--- config.mk ---
export PLATFORM = sky130hd
export DESIGN_NAME = core_irq_router
export DESIGN_NICKNAME = d
export VERILOG_FILES = /design/src/rtl/core_irq_router_pkg.sv /design/src/rtl/core_irq_router_regs.sv /design/src/rtl/core_irq_router_lane.sv /design/src/rtl/core_irq_router_rdmux.sv /design/src/rtl/core_irq_router.sv
export SDC_FILE = /design/constraint.sdc
export NUM_CORES = 1
export LEC_CHECK = 0
export BUFFER_PORTS_ARGS = -buffer_cell sky130_fd_sc_hd__buf_4
export CORE_ASPECT_RATIO = 1.2
export CORE_MARGIN = 3
export CORE_UTILIZATION = 55
export DETAILED_ROUTE_END_ITERATION = 10
export PLACE_DENSITY_LB_ADDON = 0.15
export SETUP_SLACK_MARGIN = 0.15
export SLEW_MARGIN = 10
export SYNTH_ARGS = -nofsm -noshare
export SYNTH_HDL_FRONTEND = slang
export SYNTH_SLANG_ARGS = --single-unit
--- constraint.sdc ---
create_clock -name clk -period 5.4 [get_ports clk]
set_input_delay 1.08 -clock clk [delete_from_list [all_inputs] [get_ports clk]]
set_output_delay 1.08 -clock clk [all_outputs]
set_load 0.01 [all_outputs]
--- src/rtl/core_irq_router_pkg.sv ---
`timescale 1ns/1ps
package core_irq_router_pkg;
  // sources per group (timers, mailboxes) per core
  localparam int GRP_W  = 4;
  localparam int CTRL_W = 2 * GRP_W;
  // pending word layout
  localparam int PEND_W = 10;
  localparam int PB_TMR = 0;
  localparam int PB_MBX = 4;
  localparam int PB_GPU = 8;
  localparam int PB_PMU = 9;
  // register window, byte offsets
  localparam int OFS_GPU_ROUTE = 'h0C;
  localparam int OFS_PMU_SET   = 'h10;
  localparam int OFS_PMU_CLR   = 'h14;
  localparam int OFS_TMR       = 'h40;
  localparam int OFS_MBX       = 'h50;
  localparam int OFS_IRQ_PEND  = 'h60;
  localparam int OFS_FIQ_PEND  = 'h70;
  localparam int STRIDE        = 4;

  typedef struct packed {
    logic       fiq_en;
    logic       irq_en;
    logic [1:0] fiq_core;
    logic [1:0] irq_core;
  } gpu_route_t;

  localparam int GPU_ROUTE_W = $bits(gpu_route_t);
endpackage

--- src/rtl/core_irq_router_regs.sv ---
`timescale 1ns/1ps
module core_irq_router_regs
  import core_irq_router_pkg::*;
#(
  parameter int NUM_CORES = 4,
  parameter int ADDR_W    = 8,
  parameter int DATA_W    = 32
) (
  input  logic                                clk,
  input  logic                                rst,
  input  logic                                wr_en,
  input  logic [ADDR_W-1:0]                   wr_addr,
  input  logic [DATA_W-1:0]                   wr_data,
  output logic [NUM_CORES-1:0][CTRL_W-1:0]    tmr_ctrl,
  output logic [NUM_CORES-1:0][CTRL_W-1:0]    mbx_ctrl,
  output gpu_route_t                          gpu_route,
  output logic [NUM_CORES-1:0]                pmu_en
);
  localparam logic [ADDR_W-1:0] A_GPU     = ADDR_W'(OFS_GPU_ROUTE);
  localparam logic [ADDR_W-1:0] A_PMU_SET = ADDR_W'(OFS_PMU_SET);
  localparam logic [ADDR_W-1:0] A_PMU_CLR = ADDR_W'(OFS_PMU_CLR);

  always_ff @(posedge clk) begin
    if (rst) begin
      gpu_route <= '0;
    end else if (wr_en && wr_addr == A_GPU) begin
      gpu_route <= gpu_route_t'(wr_data[GPU_ROUTE_W-1:0]);
    end
  end

  // set/clear pair: only the one bits of the write act
  always_ff @(posedge clk) begin
    if (rst) begin
      pmu_en <= '0;
    end else if (wr_en && wr_addr == A_PMU_SET) begin
      pmu_en <= pmu_en | wr_data[NUM_CORES-1:0];
    end else if (wr_en && wr_addr == A_PMU_CLR) begin
      pmu_en <= pmu_en & ~wr_data[NUM_CORES-1:0];
    end
  end

  for (genvar c = 0; c < NUM_CORES; c++) begin : g_core
    localparam logic [ADDR_W-1:0] A_TMR = ADDR_W'(OFS_TMR + STRIDE * c);
    localparam logic [ADDR_W-1:0] A_MBX = ADDR_W'(OFS_MBX + STRIDE * c);
    logic [CTRL_W-1:0] tmr_q;
    logic [CTRL_W-1:0] mbx_q;

    always_ff @(posedge clk) begin
      if (rst) begin
        tmr_q <= '0;
        mbx_q <= '0;
      end else if (wr_en) begin
        if (wr_addr == A_TMR) tmr_q <= wr_data[CTRL_W-1:0];
        if (wr_addr == A_MBX) mbx_q <= wr_data[CTRL_W-1:0];
      end
    end

    assign tmr_ctrl[c] = tmr_q;
    assign mbx_ctrl[c] = mbx_q;
  end
endmodule

--- src/rtl/core_irq_router_lane.sv ---
`timescale 1ns/1ps
module core_irq_router_lane
  import core_irq_router_pkg::*;
(
  input  logic [GRP_W-1:0]  tmr_src,
  input  logic [GRP_W-1:0]  mbx_src,
  input  logic [CTRL_W-1:0] tmr_ctrl,
  input  logic [CTRL_W-1:0] mbx_ctrl,
  input  logic              gpu_src,
  input  logic              gpu_to_irq,
  input  logic              gpu_to_fiq,
  input  logic              pmu_src,
  input  logic              pmu_en,
  output logic [PEND_W-1:0] irq_nxt,
  output logic [PEND_W-1:0] fiq_nxt
);
  // per-bit steering: fast enable wins over normal enable
  function automatic logic [2*GRP_W-1:0] steer(input logic [GRP_W-1:0]  src,
                                               input logic [CTRL_W-1:0] ctrl);
    logic [GRP_W-1:0] fast;
    logic [GRP_W-1:0] norm;
    fast = src & ctrl[CTRL_W-1:GRP_W];
    norm = src & ctrl[GRP_W-1:0] & ~ctrl[CTRL_W-1:GRP_W];
    return {fast, norm};
  endfunction

  logic [2*GRP_W-1:0] tmr_s;
  logic [2*GRP_W-1:0] mbx_s;

  always_comb begin
    tmr_s   = steer(tmr_src, tmr_ctrl);
    mbx_s   = steer(mbx_src, mbx_ctrl);
    irq_nxt = '0;
    fiq_nxt = '0;
    irq_nxt[PB_TMR +: GRP_W] = tmr_s[GRP_W-1:0];
    fiq_nxt[PB_TMR +: GRP_W] = tmr_s[2*GRP_W-1:GRP_W];
    irq_nxt[PB_MBX +: GRP_W] = mbx_s[GRP_W-1:0];
    fiq_nxt[PB_MBX +: GRP_W] = mbx_s[2*GRP_W-1:GRP_W];
    fiq_nxt[PB_GPU] = gpu_src & gpu_to_fiq;
    irq_nxt[PB_GPU] = gpu_src & gpu_to_irq & ~gpu_to_fiq;
    irq_nxt[PB_PMU] = pmu_src & pmu_en;
  end
endmodule

--- src/rtl/core_irq_router_rdmux.sv ---
`timescale 1ns/1ps
module core_irq_router_rdmux
  import core_irq_router_pkg::*;
#(
  parameter int NUM_CORES = 4,
  parameter int ADDR_W    = 8,
  parameter int DATA_W    = 32
) (
  input  logic                             clk,
  input  logic                             rst,
  input  logic                             rd_en,
  input  logic [ADDR_W-1:0]                rd_addr,
  input  logic [NUM_CORES-1:0][CTRL_W-1:0] tmr_ctrl,
  input  logic [NUM_CORES-1:0][CTRL_W-1:0] mbx_ctrl,
  input  gpu_route_t                       gpu_route,
  input  logic [NUM_CORES-1:0]             pmu_en,
  input  logic [NUM_CORES-1:0][PEND_W-1:0] irq_pend,
  input  logic [NUM_CORES-1:0][PEND_W-1:0] fiq_pend,
  output logic [DATA_W-1:0]                rd_data
);
  localparam logic [ADDR_W-1:0] A_GPU     = ADDR_W'(OFS_GPU_ROUTE);
  localparam logic [ADDR_W-1:0] A_PMU_SET = ADDR_W'(OFS_PMU_SET);
  localparam logic [ADDR_W-1:0] A_PMU_CLR = ADDR_W'(OFS_PMU_CLR);

  logic [DATA_W-1:0] sel;

  always_comb begin
    sel = '0;
    if (rd_addr == A_GPU) sel[GPU_ROUTE_W-1:0] = gpu_route;
    if (rd_addr == A_PMU_SET || rd_addr == A_PMU_CLR) sel[NUM_CORES-1:0] = pmu_en;
    for (int c = 0; c < NUM_CORES; c++) begin
      if (rd_addr == ADDR_W'(OFS_TMR + STRIDE * c))      sel[CTRL_W-1:0] = tmr_ctrl[c];
      if (rd_addr == ADDR_W'(OFS_MBX + STRIDE * c))      sel[CTRL_W-1:0] = mbx_ctrl[c];
      if (rd_addr == ADDR_W'(OFS_IRQ_PEND + STRIDE * c)) sel[PEND_W-1:0] = irq_pend[c];
      if (rd_addr == ADDR_W'(OFS_FIQ_PEND + STRIDE * c)) sel[PEND_W-1:0] = fiq_pend[c];
    end
  end

  always_ff @(posedge clk) begin
    if (rst) begin
      rd_data <= '0;
    end else if (rd_en) begin
      rd_data <= sel;
    end
  end
endmodule

--- src/rtl/core_irq_router.sv ---
`timescale 1ns/1ps
module core_irq_router
  import core_irq_router_pkg::*;
#(
  parameter int NUM_CORES = 4,
  parameter int ADDR_W    = 8,
  parameter int DATA_W    = 32
) (
  input  logic                       clk,
  input  logic                       rst,
  input  logic [ADDR_W-1:0]          reg_addr,
  input  logic                       reg_wr,
  input  logic [DATA_W-1:0]          reg_wdata,
  input  logic                       reg_rd,
  output logic [DATA_W-1:0]          reg_rdata,
  input  logic [NUM_CORES*GRP_W-1:0] tmr_src,
  input  logic [NUM_CORES*GRP_W-1:0] mbx_src,
  input  logic                       gpu_src,
  input  logic                       pmu_src,
  output logic [NUM_CORES-1:0]       irq_o,
  output logic [NUM_CORES-1:0]       fiq_o
);
  logic [NUM_CORES-1:0][CTRL_W-1:0] tmr_ctrl;
  logic [NUM_CORES-1:0][CTRL_W-1:0] mbx_ctrl;
  gpu_route_t                       gpu_route;
  logic [NUM_CORES-1:0]             pmu_en;
  logic [NUM_CORES-1:0][PEND_W-1:0] irq_pend_nxt;
  logic [NUM_CORES-1:0][PEND_W-1:0] fiq_pend_nxt;
  logic [NUM_CORES-1:0][PEND_W-1:0] irq_pend_q;
  logic [NUM_CORES-1:0][PEND_W-1:0] fiq_pend_q;

  core_irq_router_regs #(
    .NUM_CORES(NUM_CORES), .ADDR_W(ADDR_W), .DATA_W(DATA_W)
  ) u_regs (
    .clk(clk), .rst(rst),
    .wr_en(reg_wr), .wr_addr(reg_addr), .wr_data(reg_wdata),
    .tmr_ctrl(tmr_ctrl), .mbx_ctrl(mbx_ctrl),
    .gpu_route(gpu_route), .pmu_en(pmu_en)
  );

  for (genvar c = 0; c < NUM_CORES; c++) begin : g_lane
    logic gpu_hit_irq;
    logic gpu_hit_fiq;
    assign gpu_hit_irq = gpu_route.irq_en && (gpu_route.irq_core == 2'(c));
    assign gpu_hit_fiq = gpu_route.fiq_en && (gpu_route.fiq_core == 2'(c));

    core_irq_router_lane u_lane (
      .tmr_src(tmr_src[c*GRP_W +: GRP_W]),
      .mbx_src(mbx_src[c*GRP_W +: GRP_W]),
      .tmr_ctrl(tmr_ctrl[c]),
      .mbx_ctrl(mbx_ctrl[c]),
      .gpu_src(gpu_src),
      .gpu_to_irq(gpu_hit_irq),
      .gpu_to_fiq(gpu_hit_fiq),
      .pmu_src(pmu_src),
      .pmu_en(pmu_en[c]),
      .irq_nxt(irq_pend_nxt[c]),
      .fiq_nxt(fiq_pend_nxt[c])
    );
  end

  always_ff @(posedge clk) begin
    if (rst) begin
      irq_pend_q <= '0;
      fiq_pend_q <= '0;
      irq_o      <= '0;
      fiq_o      <= '0;
    end else begin
      irq_pend_q <= irq_pend_nxt;
      fiq_pend_q <= fiq_pend_nxt;
      for (int c = 0; c < NUM_CORES; c++) begin
        irq_o[c] <= |irq_pend_nxt[c];
        fiq_o[c] <= |fiq_pend_nxt[c];
      end
    end
  end

  core_irq_router_rdmux #(
    .NUM_CORES(NUM_CORES), .ADDR_W(ADDR_W), .DATA_W(DATA_W)
  ) u_rdmux (
    .clk(clk), .rst(rst),
    .rd_en(reg_rd), .rd_addr(reg_addr),
    .tmr_ctrl(tmr_ctrl), .mbx_ctrl(mbx_ctrl),
    .gpu_route(gpu_route), .pmu_en(pmu_en),
    .irq_pend(irq_pend_q), .fiq_pend(fiq_pend_q),
    .rd_data(reg_rdata)
  );
endmodule

==> key figures <==
Timing
  • Final setup vio count: 0
  • Skew final: roughly 8.5 ps
  • Slew Limit Headroom: 30.4%
  • Max Freq: a little under 0.3 GHz
  • Setup repair after global routing missed its margin: no
  • Sum of negative setup slack: 0 ps
  • Final Cycle Share: a little over three fifths
  • Max Transition Viols Final: 0
  • Minimum clock period after layout: 3410 ps
  • Final hold viol count: 0
  • Pin slew with the least headroom to its limit: ~1000 ps

Die
  • Core region area: 14500 um^2
  • Initial Utilization: about 56%
  • I/O pin total: roughly 120
  • Total Die Area: 16300 um^2
  • Horizontal die dimension: 117 um
  • Chip height: approximately 140 um
  • Number of core rows: 48

Synthesis
  • Async set-or-reset flop fraction in the synthesized netlist: 0%
  • Synth Register Bits: ~170
  • Post-synthesis instance area: around 8200 um^2
  • Sequential cell area fraction in the yosys report: between 40% and 50%
  • Number of cells produced by synthesis: about 920
  • Post-synth top flop: sky130_fd_sc_hd__dfxtp_1
  • Mean instance size in the synthesized netlist: about 8.9 um^2
  • Fraction of synthesized cell area taken by the top area cell type: about two fifths
  • Number of synthesized flops with an enable pin: 0
  • Distinct cell type count after synthesis: slightly above 70
  • Ys Warns: 0
  • Cells taking the most area after synthesis: sky130_fd_sc_hd__dfxtp_1 (41%), sky130_fd_sc_hd__mux2i_1 (6.3%), sky130_fd_sc_hd__nor2_1 (4.6%)
  • Library cell occupying the most area in the post-synthesis netlist: sky130_fd_sc_hd__dfxtp_1

Setup path
  • Worst stage delay on the critical path: approximately 900 ps
  • Critical-path cell with the highest stage delay: sky130_fd_sc_hd__nor2_1
  • Startpoint of the most critical setup path: reg_addr[5]
  • Beginning of the worst register-to-register path: u_regs.g_core[0].tmr_q[0]$_SDFFE_PP0P_
  • Type of the setup path with the least slack: in2reg
  • Most frequent cell on the critical path: sky130_fd_sc_hd__nand2_1
  • CP required: approximately 5700 ps
  • Worst reg-to-reg setup slack: 3310 ps
  • Arrival time of data at the critical path endpoint: around 3700 ps
  • Endpoint kind of the worst setup timing path: register
  • Chain of cells forming the critical path: buf_4 > nor2_1 > nand2_1 > nor2_1 > nand2_1 > nand2_1 > a21oi_1
  • Highest net fanout along the worst path: 60
  • Type of element launching the critical path: primary input

Run
  • Max_cap viols: 0

Clocking
  • Hold buffers post-CTS: 0
  • H-Tree Depth: 4
  • Maximum root-to-sink buffer count: 2
  • CTS root buf: sky130_fd_sc_hd__clkbuf_16
  • Clock transition at the register clock pins on the worst setup and hold paths after CTS: roughly 60 ps
  • Cts bufs inserted: 17
  • TritonCTS clock tree: built
  • Post-CTS setup buffers: 0
  • Number of sinks handled by clock tree synthesis: 168
  • Number of gates resized after cts: 0
  • Clk Latency, worst-skew pair: about 430 ps

Drt
  • Number of nets with antenna violations after routing: 0
  • DR iter-0 viols: approximately 940
  • Via Count: 7369
  • Overall routed net length: roughly 26000 um
  • Average wire per cell in the routed design: around 23 um
  • Remaining DRCs: 0
  • Vias per std cell: about 6.4
  • Drt pass-1 iters: 5

Global route
  • GR Util met2: 48.0%
  • Number of global-route vias before repair: between 6k and 7k
  • Met3 Use GR: under 10%
  • First-pass GRT wire length: approximately 40000 um
  • Global routing's busiest layer: met2
  • Number of antenna violations at the first check in global routing: 0
  • Maximum number of pins on one net before global-route repair: 66
  • All-layer global routing usage: 31.9%
  • Total overflow reported by the global router: 0
  • Global Route met1 Usage: 43.2%

Power
  • Worst IR drop on VDD: around 0.22 mV
  • Static leakage: around 3.7 nW
  • Power density cells: roughly 290 nW/um^2

Finish
  • Count of non-filler cells in the finished layout: 1154
  • Most frequent cells in the layout: sky130_fd_sc_hd__dfxtp_1 (168), sky130_fd_sc_hd__nor2_1 (99), sky130_fd_sc_hd__buf_4 (76)
  • Footprint of the multi-input gates: roughly 4400 um^2
  • Number of filler cells placed in the layout: between 1k and 1.5k
  • Commonest non-fill, non-tap cell in the layout: sky130_fd_sc_hd__dfxtp_1
  • Number of nets at the end of the flow: just over 1k
  • Fraction of final layout cells sized beyond drive strength 1: 13.3%
  • Area added between synthesis and finish: 12.3%
  • Final antenna diode count: 0
  • Sequential cell area in the final layout: roughly 3400 um^2
  • Post-route cell area: between 9000 and 10000 um^2

Placement
  • Routability congestion estimate from global placement: a little over 0.9
  • Number of buffers added on ports: 71
  • Hpwl dp: 17500 um
  • Placed Cells: about 1.1k
  • Cell area after placement: around 8600 um^2

Outcome
  • Run status: finished clean

Worst hold path
  • Beginning of the worst hold path: u_regs.g_core[2].tmr_q[0]$_SDFFE_PP0P_
  • Type of the tightest min-delay check: reg2reg
## final timing paths
kind / cells past startpoint / endpoint
setup / recovery: 7 / u_regs.g_core[3].tmr_q[1]$_SDFFE_PP0P_
hold / removal: 2 / u_regs.g_core[2].tmr_q[0]$_SDFFE_PP0P_
setup reg to reg: 6 / u_rdmux.rd_data[0]$_SDFFE_PP0P_
hold reg to reg: 2 / u_regs.g_core[2].tmr_q[0]$_SDFFE_PP0P_
## Yosys cell counts, drive strengths merged (17+ instances only)
library cell  number
and3b             34
nor2             102
nand3             48
nand3b            22
mux2i             51
a21oi             57
dfxtp            168
buf               46
nand2             64
clkbuf            46
o21ai             32
a221oi            17
nor4bb            28
## kinds of logic after synthesis
| family | count (synthesis) | share of synthesized area, % |
|---|---|---|
| AND/OR/NAND/NOR | 378 | 27.9 |
| AO/OA/AOI/OAI | 211 | 17.4 |
| flip-flops | 168 | 41.2 |
| buffers and inverters | 103 | 6.36 |
| multiplexers | 57 | 7.08 |
| other | 1 | 0.0459 |
## stage by stage
step	util [%]	power, mW	worst slack [ps]	hold WS [ps]
after detailed placement	59.3	1.48	1630	475
final	63.3	2.68	1990	481
after global routing	63.3	2.74	1800	509
after floorplan	-	1.41	2760	442
after CTS	63.3	2.67	2070	483
after global placement	59.3	1.48	1680	455
## worst max-delay path, delay by kind of cell
family | cells | cell delay (ps)
buffers and inverters | 1 | 320
and+or+nand+nor | 5 | 2180
AOI/OAI and AO/OA | 1 | 70
## registers in the layout, indices dropped and copies added, names as in the netlist, named ones only
register,count
irq_pend_q,40
fiq_pend_q,36
u_regs.g_core.mbx_q,32
u_regs.g_core.tmr_q,32
u_rdmux.rd_data,10
u_regs.gpu_route,6
fiq_o,4
irq_o,4
## cell type report
class	count	area share (%)
inverter	11	0.451
tap	200	2.73
timing repair buffer	76	6.23
clock inverter	8	1.34
multi-input combinational	668	47.6
sequential	168	36.7
clock buffer	23	5.00
## where the power goes
group | switching [mW] | internal, mW
Sequential | 0.00271 | 1.24
Combinational | 0.142 | 0.0681
Clock | 0.486 | 0.735
## metal layers
layer	up-vias	part of all wire (%)
met4	0	4.6
met3	73	8.0
li1	3379	-
met2	396	47
met5	-	0
met1	3521	41
Note: power is estimated with default switching activity, not from simulation.
